--- src/rtl/stby_pkg.sv ---
package stby_pkg;

    localparam int CFG_W = 4;

    typedef enum logic [1:0] {
        ST_RUN     = 2'd0,
        ST_HALT    = 2'd1,
        ST_STANDBY = 2'd2,
        ST_WARMUP  = 2'd3
    } stby_state_e;

    // bit0: standby enable, bit1: bus-request wake enable, bits[3:2]: warm-up select
    typedef struct packed {
        logic [1:0] warm_sel;
        logic       bus_wake_en;
        logic       stby_en;
    } stby_cfg_t;

    typedef struct packed {
        stby_state_e state;
    } stby_fsm_t;

endpackage

--- src/rtl/stby_cfg_reg.sv ---
module stby_cfg_reg
    import stby_pkg::*;
(
    input  logic             clk_i,
    input  logic             rst_ni,
    input  logic             we_i,
    input  logic [CFG_W-1:0] wdata_i,
    output stby_cfg_t        cfg_o
);

    stby_cfg_t cfg_d, cfg_q;

    always_comb begin
        cfg_d = cfg_q;
        if (we_i) begin
            cfg_d = stby_cfg_t'(wdata_i);
        end
    end

    always_ff @(posedge clk_i or negedge rst_ni) begin
        if (!rst_ni) begin
            cfg_q <= '0;
        end else begin
            cfg_q <= cfg_d;
        end
    end

    assign cfg_o = cfg_q;

endmodule

--- src/rtl/stby_wake_src.sv ---
module stby_wake_src
    import stby_pkg::*;
(
    input  stby_cfg_t cfg_i,
    input  logic      irq_i,
    input  logic      busreq_ni,
    output logic      stby_wake_o,
    output logic      halt_wake_o
);

    logic bus_wake;

    always_comb begin
        bus_wake    = cfg_i.bus_wake_en & ~busreq_ni;
        stby_wake_o = irq_i | bus_wake;
        halt_wake_o = irq_i;
    end

endmodule

--- src/rtl/stby_warm_timer.sv ---
module stby_warm_timer #(
    parameter int WARM_BASE_LOG2 = 4,
    parameter int WARM_STEP_LOG2 = 2,
    parameter int CNT_W          = WARM_BASE_LOG2 + 3 * WARM_STEP_LOG2
) (
    input  logic       clk_i,
    input  logic       rst_ni,
    input  logic       load_i,
    input  logic [1:0] sel_i,
    input  logic       run_i,
    output logic       done_o
);

    localparam int LEN_W = CNT_W + 1;

    logic [CNT_W-1:0] cnt_d, cnt_q;
    logic [LEN_W-1:0] load_val;

    always_comb begin
        load_val = (LEN_W'(1) << (WARM_BASE_LOG2 + WARM_STEP_LOG2 * int'(sel_i)))
                   - LEN_W'(1);
        cnt_d = cnt_q;
        if (load_i) begin
            cnt_d = load_val[CNT_W-1:0];
        end else if (run_i && (cnt_q != '0)) begin
            cnt_d = cnt_q - CNT_W'(1);
        end
    end

    always_ff @(posedge clk_i or negedge rst_ni) begin
        if (!rst_ni) begin
            cnt_q <= '0;
        end else begin
            cnt_q <= cnt_d;
        end
    end

    assign done_o = (cnt_q == '0);

endmodule

--- src/rtl/standby_ctrl.sv ---
module standby_ctrl
    import stby_pkg::*;
#(
    parameter int WARM_BASE_LOG2 = 4,
    parameter int WARM_STEP_LOG2 = 2
) (
    input  logic             clk_i,
    input  logic             rst_ni,
    input  logic             cfg_we_i,
    input  logic [CFG_W-1:0] cfg_wdata_i,
    input  logic             sleep_i,
    input  logic             irq_i,
    input  logic             busreq_ni,
    output logic             clk_en_o,
    output logic             running_o
);

    localparam int CNT_W = WARM_BASE_LOG2 + 3 * WARM_STEP_LOG2;

    stby_cfg_t   cfg_q;
    stby_fsm_t   fsm_d, fsm_q;
    stby_state_e state_q;
    logic        stby_wake, halt_wake;
    logic        warm_load, warm_done;

    stby_cfg_reg u_cfg (
        .clk_i   (clk_i),
        .rst_ni  (rst_ni),
        .we_i    (cfg_we_i),
        .wdata_i (cfg_wdata_i),
        .cfg_o   (cfg_q)
    );

    stby_wake_src u_wake (
        .cfg_i       (cfg_q),
        .irq_i       (irq_i),
        .busreq_ni   (busreq_ni),
        .stby_wake_o (stby_wake),
        .halt_wake_o (halt_wake)
    );

    stby_warm_timer #(
        .WARM_BASE_LOG2 (WARM_BASE_LOG2),
        .WARM_STEP_LOG2 (WARM_STEP_LOG2),
        .CNT_W          (CNT_W)
    ) u_timer (
        .clk_i  (clk_i),
        .rst_ni (rst_ni),
        .load_i (warm_load),
        .sel_i  (cfg_q.warm_sel),
        .run_i  (fsm_q.state == ST_WARMUP),
        .done_o (warm_done)
    );

    assign state_q = fsm_q.state;

    always_comb begin
        fsm_d     = fsm_q;
        warm_load = 1'b0;
        unique case (fsm_q.state)
            ST_RUN: begin
                if (sleep_i) begin
                    fsm_d.state = cfg_q.stby_en ? ST_STANDBY : ST_HALT;
                end
            end
            ST_HALT: begin
                if (halt_wake) begin
                    fsm_d.state = ST_RUN;
                end
            end
            ST_STANDBY: begin
                if (stby_wake) begin
                    fsm_d.state = ST_WARMUP;
                    warm_load   = 1'b1;
                end
            end
            ST_WARMUP: begin
                if (warm_done) begin
                    fsm_d.state = ST_RUN;
                end
            end
            default: fsm_d.state = ST_RUN;
        endcase
    end

    always_ff @(posedge clk_i or negedge rst_ni) begin
        if (!rst_ni) begin
            fsm_q.state <= ST_RUN;
        end else begin
            fsm_q <= fsm_d;
        end
    end

    assign clk_en_o  = (fsm_q.state == ST_RUN) || (fsm_q.state == ST_HALT);
    assign running_o = (fsm_q.state == ST_RUN);

endmodule

--- config.mk ---
export PLATFORM = sky130hd
export DESIGN_NAME = standby_ctrl
export DESIGN_NICKNAME = d
export VERILOG_FILES = /design/src/rtl/stby_pkg.sv /design/src/rtl/stby_cfg_reg.sv /design/src/rtl/stby_wake_src.sv /design/src/rtl/stby_warm_timer.sv /design/src/rtl/standby_ctrl.sv
export SDC_FILE = /design/constraint.sdc
export NUM_CORES = 1
export LEC_CHECK = 0
export BUFFER_PORTS_ARGS = -buffer_cell sky130_fd_sc_hd__buf_2
export CORE_MARGIN = 1
export CORE_UTILIZATION = 41
export CTS_BUF_LIST = sky130_fd_sc_hd__clkbuf_4
export DETAILED_ROUTE_END_ITERATION = 16
export PLACE_DENSITY = 0.56
export SETUP_SLACK_MARGIN = 0.4
export SYNTH_ARGS = -nofsm -noshare
export SYNTH_HDL_FRONTEND = slang
export SYNTH_HIERARCHICAL = 1
export SYNTH_SLANG_ARGS = --single-unit
--- constraint.sdc ---
create_clock -name clk_i -period 1.9 [get_ports clk_i]
set_input_delay 0.19 -clock clk_i [delete_from_list [all_inputs] [get_ports clk_i]]
set_output_delay 0.19 -clock clk_i [all_outputs]
set_load 0.05 [all_outputs]
# Word level (Yosys, flattened, before mapping)
# Index checks and enable logic that the tools add are counted.
# word_totals
regBits	16
input_bits	10
elab_cells	36
output_inout_bits	2
# classes
n_bitwise	3
n_mux	10
eq_ne	7
reduce_logical	7
n_shift	1
addsub	3
# ops
operator	count
$shl 1x32->10 const A	1
$mux 10	2
$logic_not 10->1	1
$mux 2	5
$reduce_bool 10->1	1
$sub 10x1->10 const B	1
$sub 10x2->10 const B	1
$ne 2x2->1 const B	4
$pmux 2 s4	1
$add 3x3->4 const A	1
$eq 2x2->1 const B	2
$reduce_and 4->1	1
$eq 2x1->1 const B	1
$logic_not 2->1	1
$mux 1	2
$reduce_bool 2->1	1
$and 1x1->1	1
$logic_and 1x1->1	1
$logic_or 1x1->1	1
$not 1->1	1
$or 1x1->1	1

# Longest topological paths before layout
# Gate-level depths: netlist of the first run.
# logic_depth
depth_word	6
depth_mapped	8
ltp_nobuf	7

# By module
# Netlist of the first run, hierarchy kept.
# by_module_without_submodules
mod	area_each_um2	cells_each	instances	seq_area_each_um2
stby_warm_timer	676.9	73	1	250.2
stby_cfg_reg	145.1	8	1	100.1
standby_ctrl	118.9	14	1	50.0
stby_wake_src	18.8	3	1	0.0

# Least setup slack after synthesis of the first run
# OpenSTA, ideal clock, no wires.
# synth_timing
path_type	register to register
from	reg fsm_q[1] in the netlist's numbering
to	reg u_timer.cnt_q[5]
setup_slack_ns	0.130
period_less_slack_ns	1.770
path_buffers	0
required_ns	1.774
t_arrival_ns	1.643
setup_ns	0.126
stages_incl_launch_ff	5
path_cell_list	dfrtp_1 > and2_2 > or3b_2 > o31a_1 > o32a_1
# synth_via
elab_chain_cells	3
elab_cells_between_ends	6
classes_between	eq/ne (2); mux (2); reduce/logical (2)
# synth_rtl
element	line_no	rtl
from (decl)	standby_ctrl.sv:21	stby_fsm_t fsm_d, fsm_q;
from (signal assigned)	standby_ctrl.sv:90	fsm_q <= fsm_d;
$eq 2x2->1, on equally long branches	standby_ctrl.sv:60, standby_ctrl.sv:51	
$mux 1 or $logic_and 1x1->1 (tied branches)	standby_ctrl.sv:60, stby_warm_timer.sv:25	
$mux 10 or $reduce_bool 2->1 (tied branches)	--	
to (signal assigned)	stby_warm_timer.sv:34	cnt_q <= cnt_d;
to (decl)	stby_warm_timer.sv:16	logic [CNT_W-1:0] cnt_d, cnt_q;
# Several ways; a longest one is shown, not always the timed one.
# A chain may end at the register's enable or synchronous reset.

# Worst setup path after layout of the first run
# layout_timing
from	reg u_timer.cnt_q[5]
to	reg u_timer.cnt_q[6]
# layout_via
elab_chain_cells	3
elab_cells_between_ends	6
classes_between	add/sub (1); mux (2); reduce/logical (3)
# layout_rtl
element	line_no	rtl
$sub 10x1->10 or $reduce_bool 10->1 (tied branches)	stby_warm_timer.sv:26, stby_warm_timer.sv:25	
$mux 10 or $logic_and 1x1->1 (tied branches)	stby_warm_timer.sv:25	end else if (run_i && (cnt_q != '0)) begin
$mux 10 or $reduce_bool 2->1 (tied branches)	--	
# Several ways; a longest one is shown, not always the timed one. The select of a mux whose other input is x is not followed.

==> impl_metrics.py, run 1 <==
metrics = {
    "outcome": {
        "outcome": "completed",
    },
    "pwr": {
        "pwr-share-comb_pct": 43.0,
        "finalPower_uw": 1318,
        "vdd_drop_max_mv": 0.7848,
        "p_leak_uw": 0.0006338,
        "internal_power_uw": 830.6,
        "pwr-share-seq_pct": 43.5,
        "p_clk_share_pct": 13.6,
        "p_sw_uw": 487.6,
        "power.density_mw_per_mm2": 907.4,
        "swShare_pct": 36.99,
    },
    "critical_path": {
        "path_cells": "or4_4, or4_1, a31oi_1",
        "slowest_stage": "or4_4",
        "endpoint": "u_timer/cnt_q[6]",
        "path_depth": 3,
        "cp-end-kind": "flip-flop",
        "worstSetupStartpointType": "flip-flop",
        "crit_type": "reg -> reg",
        "path_buf_inv": 0,
        "crit_family": "simple AND/OR/NAND/NOR gates",
        "required_ns": 2.11,
        "startpoint": "u_timer/cnt_q[5]",
        "arrival_ns": 1.79,
        "reg2reg_slack_ns": 0.32,
        "r2r-end": "u_timer/cnt_q[6]",
        "max_stage_delay_ns": 0.57,
        "r2r-start": "u_timer/cnt_q[5]",
        "rr_worst_depth": 3,
        "cp_max_fo": 5,
    },
    "placed_design": {
        "place_area_mm2": 0.001111,
        "post-dp-hpwl_um": 1591,
        "portBuffers": 11,
        "gp_congestion": 0.8531,
        "post-place-ws_ns": 0.1871,
    },
    "cts": {
        "cts_tree": "yes",
        "clk_latency_ns": 0.28,
        "clk_pin_slew_ns": 0.09,
        "clockBufferDepth": 2,
        "clock_sinks": 16,
        "cts_buffers": 3,
        "htreeDepth": 1,
        "cts-root-buf": "clkbuf_4",
    },
    "global_route": {
        "grt_use_total_pct": 21.29,
        "antenna_found_initial": 0,
        "grt_overflow": 0,
        "grt_first_pass_wirelength_um": 3946,
        "grt_pass1_vias": 857,
        "grt_max_degree": 17,
    },
    "timing": {
        "rsz0062_at_grt": "true",
        "hold_viol": 0,
        "post-route-period-util_pct": 83.16,
        "period_needed_ns": 1.580,
        "setup_violations": 0,
        "drv_slew": 0,
        "final.setup.worst_slack_ns": 0.3199,
        "fin_skew_ns": 0.002425,
        "fmax_mhz": 632.9,
        "fin_tns_setup_ns": 0,
    },
    "route": {
        "routed_wl_um": 2686,
        "avgViaCountPerCell": 5.746,
        "drc_errors": 0,
        "antenna_left": 0,
        "firstDrtPassIters": 4,
        "vias": 971,
        "first_iter_violations": 30,
        "wire_per_inst_um": 15.89,
    },
    "cells_and_area": {
        "final_cell_area_mm2": 0.001453,
        "regArea_um2": 401.6,
        "final_common_cell": "buf_4",
        "finish.utilization_pct": 65.67,
        "n_antenna_cell": 0,
        "layout_common_cells": "buf_4 (22), dfrtp_1 (15), buf_2 (10), buf_6 (9)",
        "drive_gt1_share_pct": 53.19,
        "area_delta_synth_final_pct": 51.37,
        "multi_input_area_um2": 629.4,
        "n_fill_cell": 194,
        "nNetsFinal": 155,
    },
    "die": {
        "start_util_pct": 43.38,
        "die_x_um": 50.38,
        "coreArea_mm2": 0.002212,
        "die_h_um": 50.38,
        "pin_count": 12,
        "dieArea_mm2": 0.002538,
        "num_rows": 17,
    },
    "logic_synthesis": {
        "synth-main-ff-cell": "dfrtp_1",
        "synth_edf_count": 0,
        "netlist_area_um2": 959.7,
        "syn_area_per_cell_um2": 9.793,
        "yosys_warnings": 6,
        "synthArstFlopShare_pct": 100.0,
        "synth_seq_area_share_pct": 41.72,
        "syn_inst": 98,
        "synthDistinctLibCells": 48,
        "ys_seq_elements": 16,
    },
    "worst_hold_path": {
        "hold_class": "in -> reg",
        "hold_depth": 2,
    },
    "flow_run": {
        "maxCapViolations": 0,
    },
}
[power groups by stage]
| stage | Combinational (uW) | Clock (uW) | Sequential (uW) |
|---|---|---|---|
| 2_1_floorplan | 234 | 0 | 536 |
| 3_3_place_gp | 318 | 0 | 559 |
| 3_5_place_dp | 324 | 0 | 562 |
| 4_1_cts | 461 | 187 | 551 |
| 5_1_grt | 613 | 196 | 587 |
| 6_report | 566 | 179 | 573 |
[worst min path at each step]
| stage | start | endpoint |
|---|---|---|
| floorplan | rst_ni | fsm_q[0] |
| global placement | rst_ni | u_timer/cnt_q[0] |
| detailed placement | rst_ni | u_timer/cnt_q[1] |
| CTS | cfg_wdata_i[2] | u_cfg/cfg_o[2] |
| global route | cfg_wdata_i[3] | u_cfg/cfg_o[3] |
| finish | cfg_wdata_i[1] | u_cfg/cfg_o[1] |
[state kept, by name (all words and copies together), names as in the netlist]
register	flops
u_cfg/cfg_o	4
u_timer/cnt_q	10
fsm_q	2
[synthesized netlist by cell type (2+ instances only)]
master	instances	area, um2
nand3_1	2	10.01
o211ai_1	2	15.01
or3b_2	2	17.52
o31a_1	2	17.52
a31oi_1	4	25.02
o21ai_0	2	10.01
nand4_1	2	12.51
nand2_1	2	7.510
or2_2	2	12.51
clkbuf_1	2	7.510
nor2_1	5	18.77
nor3_1	2	10.01
ha_1	2	25.02
inv_1	7	26.28
mux2_2	4	45.04
a2111oi_0	2	17.52
a21o_1	2	15.01
nand2b_1	2	12.51
or4_1	2	15.01
a21oi_1	3	15.01
o32a_1	2	20.02
dfrtp_1	16	400.4
nor4_1	2	12.51
[through the flow]
stage	std cells	hold WS (ns)
2_1_floorplan	99	-0.1056
3_3_place_gp	141	0.1247
3_5_place_dp	141	0.1262
4_1_cts	156	0.1232
5_1_grt	169	0.1179
6_report	169	0.1326
[timing repair]
action,CTS,global route
pin swaps,7,13
buffers inserted,11,13
resized for setup,10,23
gates cloned,0,0
hold endpoints to repair,16,0
hold buffers,1,0
setup endpoints to repair,9,13
[layout make-up]
| type | count | area share [%] |
|---|---|---|
| clock buffers | 3 | 1.550 |
| inverters | 7 | 2.067 |
| multi-input cells | 72 | 43.32 |
| flip-flops and latches | 16 | 27.65 |
| well taps | 28 | 2.412 |
| repair buffers | 43 | 23.00 |
[per-layer routing]
layer / global-route usage, % / wire length (um) / up-vias
met5: 0 / 0 / -
met4: 11.57 / 34 / 0
met3: 4.242 / 99 / 4
met2: 31.11 / 1366 / 22
met1: 29.28 / 1186 / 481
li1: - / - / 464
[logic make-up after synthesis]
group / count (synthesis) / share of synthesized area, %
simple gates: 35 / 22.82
compound gates: 29 / 22.95
flops: 16 / 41.72
buf+inv: 11 / 4.825
mux: 4 / 4.693
fa+ha+maj: 2 / 2.607
other cells: 1 / 0.3908
Power figures use the tool's default switching activity.
==> run 2, diff against run 1 <==
clock period = 1.6 ns   (was 1.9 ns; I/O delays follow)
==> impl_metrics.py, run 2 (synthesis gave the netlist of run 1 again) <==
metrics = {
    "outcome": {
        "outcome": "finished with violations",
        "violations": "negative setup slack",
    },
    "cts": {
        "clock_sinks": 16,
        "cts_tree": "yes",
        "cts_buffers": 3,
        "cts-root-buf": "clkbuf_4",
        "clk_latency_ns": 0.30,
        "clk_pin_slew_ns": 0.11,
        "clockBufferDepth": 2,
        "htreeDepth": 1,
    },
    "cells_and_area": {
        "layout.cells.non_filler": 170,
        "n_fill_cell": 175,
        "multi_input_area_um2": 718.2,
        "nNetsFinal": 155,
        "area_delta_synth_final_pct": 62.32,
        "drive_gt1_share_pct": 57.04,
        "final_common_cell": "buf_4",
        "layout_common_cells": "buf_4 (23), dfrtp_1 (15), buf_2 (9), buf_6 (9), mux2_2 (4)",
        "regArea_um2": 401.6,
        "n_antenna_cell": 0,
        "largest_reg_flops": 10,
        "top_register": "u_timer/cnt_q",
    },
    "global_route": {
        "grt_first_pass_wirelength_um": 4498,
        "grt_max_degree": 17,
        "grt_use_total_pct": 24.50,
        "grt_pass1_vias": 1015,
        "antenna_found_initial": 0,
        "grt_overflow": 0,
    },
    "critical_path": {
        "reg2reg_slack_ns": -0.01,
        "max_stage_delay_ns": 0.40,
        "slowest_stage": "or3b_4",
        "worstSetupStartpointType": "flip-flop",
        "crit_type": "reg -> reg",
        "cp_max_fo": 3,
        "arrival_ns": 1.85,
        "path_cells": "and2_4, or3b_4, buf_6, a211oi_1, o32a_1",
        "cp-end-kind": "flip-flop",
        "required_ns": 1.84,
    },
    "timing": {
        "setup_violations": 3,
        "rsz0062_at_grt": "true",
        "post-route-period-util_pct": 100.6,
        "fmax_mhz": 621.2,
        "final.setup.worst_slack_ns": -0.009886,
        "drv_slew": 0,
        "hold_viol": 0,
        "period_needed_ns": 1.610,
        "fin_skew_ns": 0.005622,
        "fin_tns_setup_ns": -0.02257,
    },
    "die": {
        "pin_count": 12,
        "die_h_um": 50.38,
        "die_x_um": 50.38,
        "num_rows": 17,
        "start_util_pct": 43.38,
        "dieArea_mm2": 0.002538,
        "coreArea_mm2": 0.002212,
    },
    "route": {
        "wirelength_met1_um": 1133,
        "antenna_left": 0,
        "first_iter_violations": 18,
        "avgViaCountPerCell": 5.906,
        "vias": 1004,
        "highest_layer": "met4",
        "wire_per_inst_um": 16.26,
        "firstDrtPassIters": 5,
        "wl_met2_um": 1370,
        "drc_errors": 0,
        "routed_wl_um": 2764,
        "wl_met3_um": 98,
    },
    "placed_design": {
        "place_inst": 150,
        "portBuffers": 11,
        "gp_congestion": 0.8228,
        "post-dp-hpwl_um": 1723,
    },
    "pwr": {
        "vdd_drop_max_mv": 0.8750,
        "finalPower_uw": 1642,
        "power.density_mw_per_mm2": 1054,
        "p_leak_uw": 0.0006624,
    },
    "worst_hold_path": {
        "hold_class": "in -> reg",
    },
    "flow_run": {
        "maxCapViolations": 0,
    },
}
run 2: cell count changes in the layout (fill, tap and decap cells not counted), moves of 2 or more:
cell / delta
nand2_4: +2
a2111oi_2: -2
nor2_4: +2
a31oi_1: -2
a31oi_4: +2
a2111oi_4: +2
run 2: layout make-up:
class	count	area share, %
tap	28	2.249
multi-input combinational	72	46.10
timing repair buffer	43	22.09
clock buffer	3	1.446
inverter	7	2.088
sequential	16	25.78
clock inverter	1	0.2410
run 2: routing by layer:
metal	GRT usage, %	vias up
li1	-	471
met2	39.56	36
met5	0	-
met1	27.83	481
met3	4.545	16
met4	20.37	0
run 2: through the flow:
stage	utilization, %	hold WS [ns]	worst slack [ns]	instance area [um2]
6_report	70.42	0.08700	-0.009886	1558
5_1_grt	70.42	0.08661	-0.08973	1558
4_1_cts	61.37	0.08504	0.0008520	1358
3_5_place_dp	53.90	0.09934	-0.05811	1192
3_3_place_gp	53.90	0.09099	-0.04212	1192
2_1_floorplan	-	-0.1356	-0.05238	1016
run 2: critical path, delay by kind of cell (launching register included):
family                 cells  cell delay [ns]
and+or+nand+nor            2             0.56
AOI/OAI and AO/OA          2             0.47
DFF                        1             0.38
buffers and inverters      1             0.13
run 2: where the power goes:
group	switching, uW	total (uW)	internal (uW)
clock network	152	243	91.0
logic	340	756	416
registers	126	643	516
run 2: final timing paths:
path,to,cells past startpoint,start
max reg2reg,u_timer/cnt_q[5],5,fsm_q[0]
max,u_timer/cnt_q[5],5,fsm_q[0]
min in group asynchronous,u_timer/cnt_q[9],2,rst_ni
max in group asynchronous,u_timer/cnt_q[0],2,rst_ni
min,u_cfg/cfg_o[0],2,cfg_wdata_i[0]
min reg2reg,u_cfg/cfg_o[0],1,u_cfg/cfg_o[0]
run 2: timing repair:
item | in CTS | in global routing
endpoints found under the setup margin | 14 | 14
endpoints found under the hold margin | 16 | 0
pin swaps | 11 | 8
hold buffers | 1 | 0
setup buffers | 5 | 10
gates resized for setup | 24 | 23
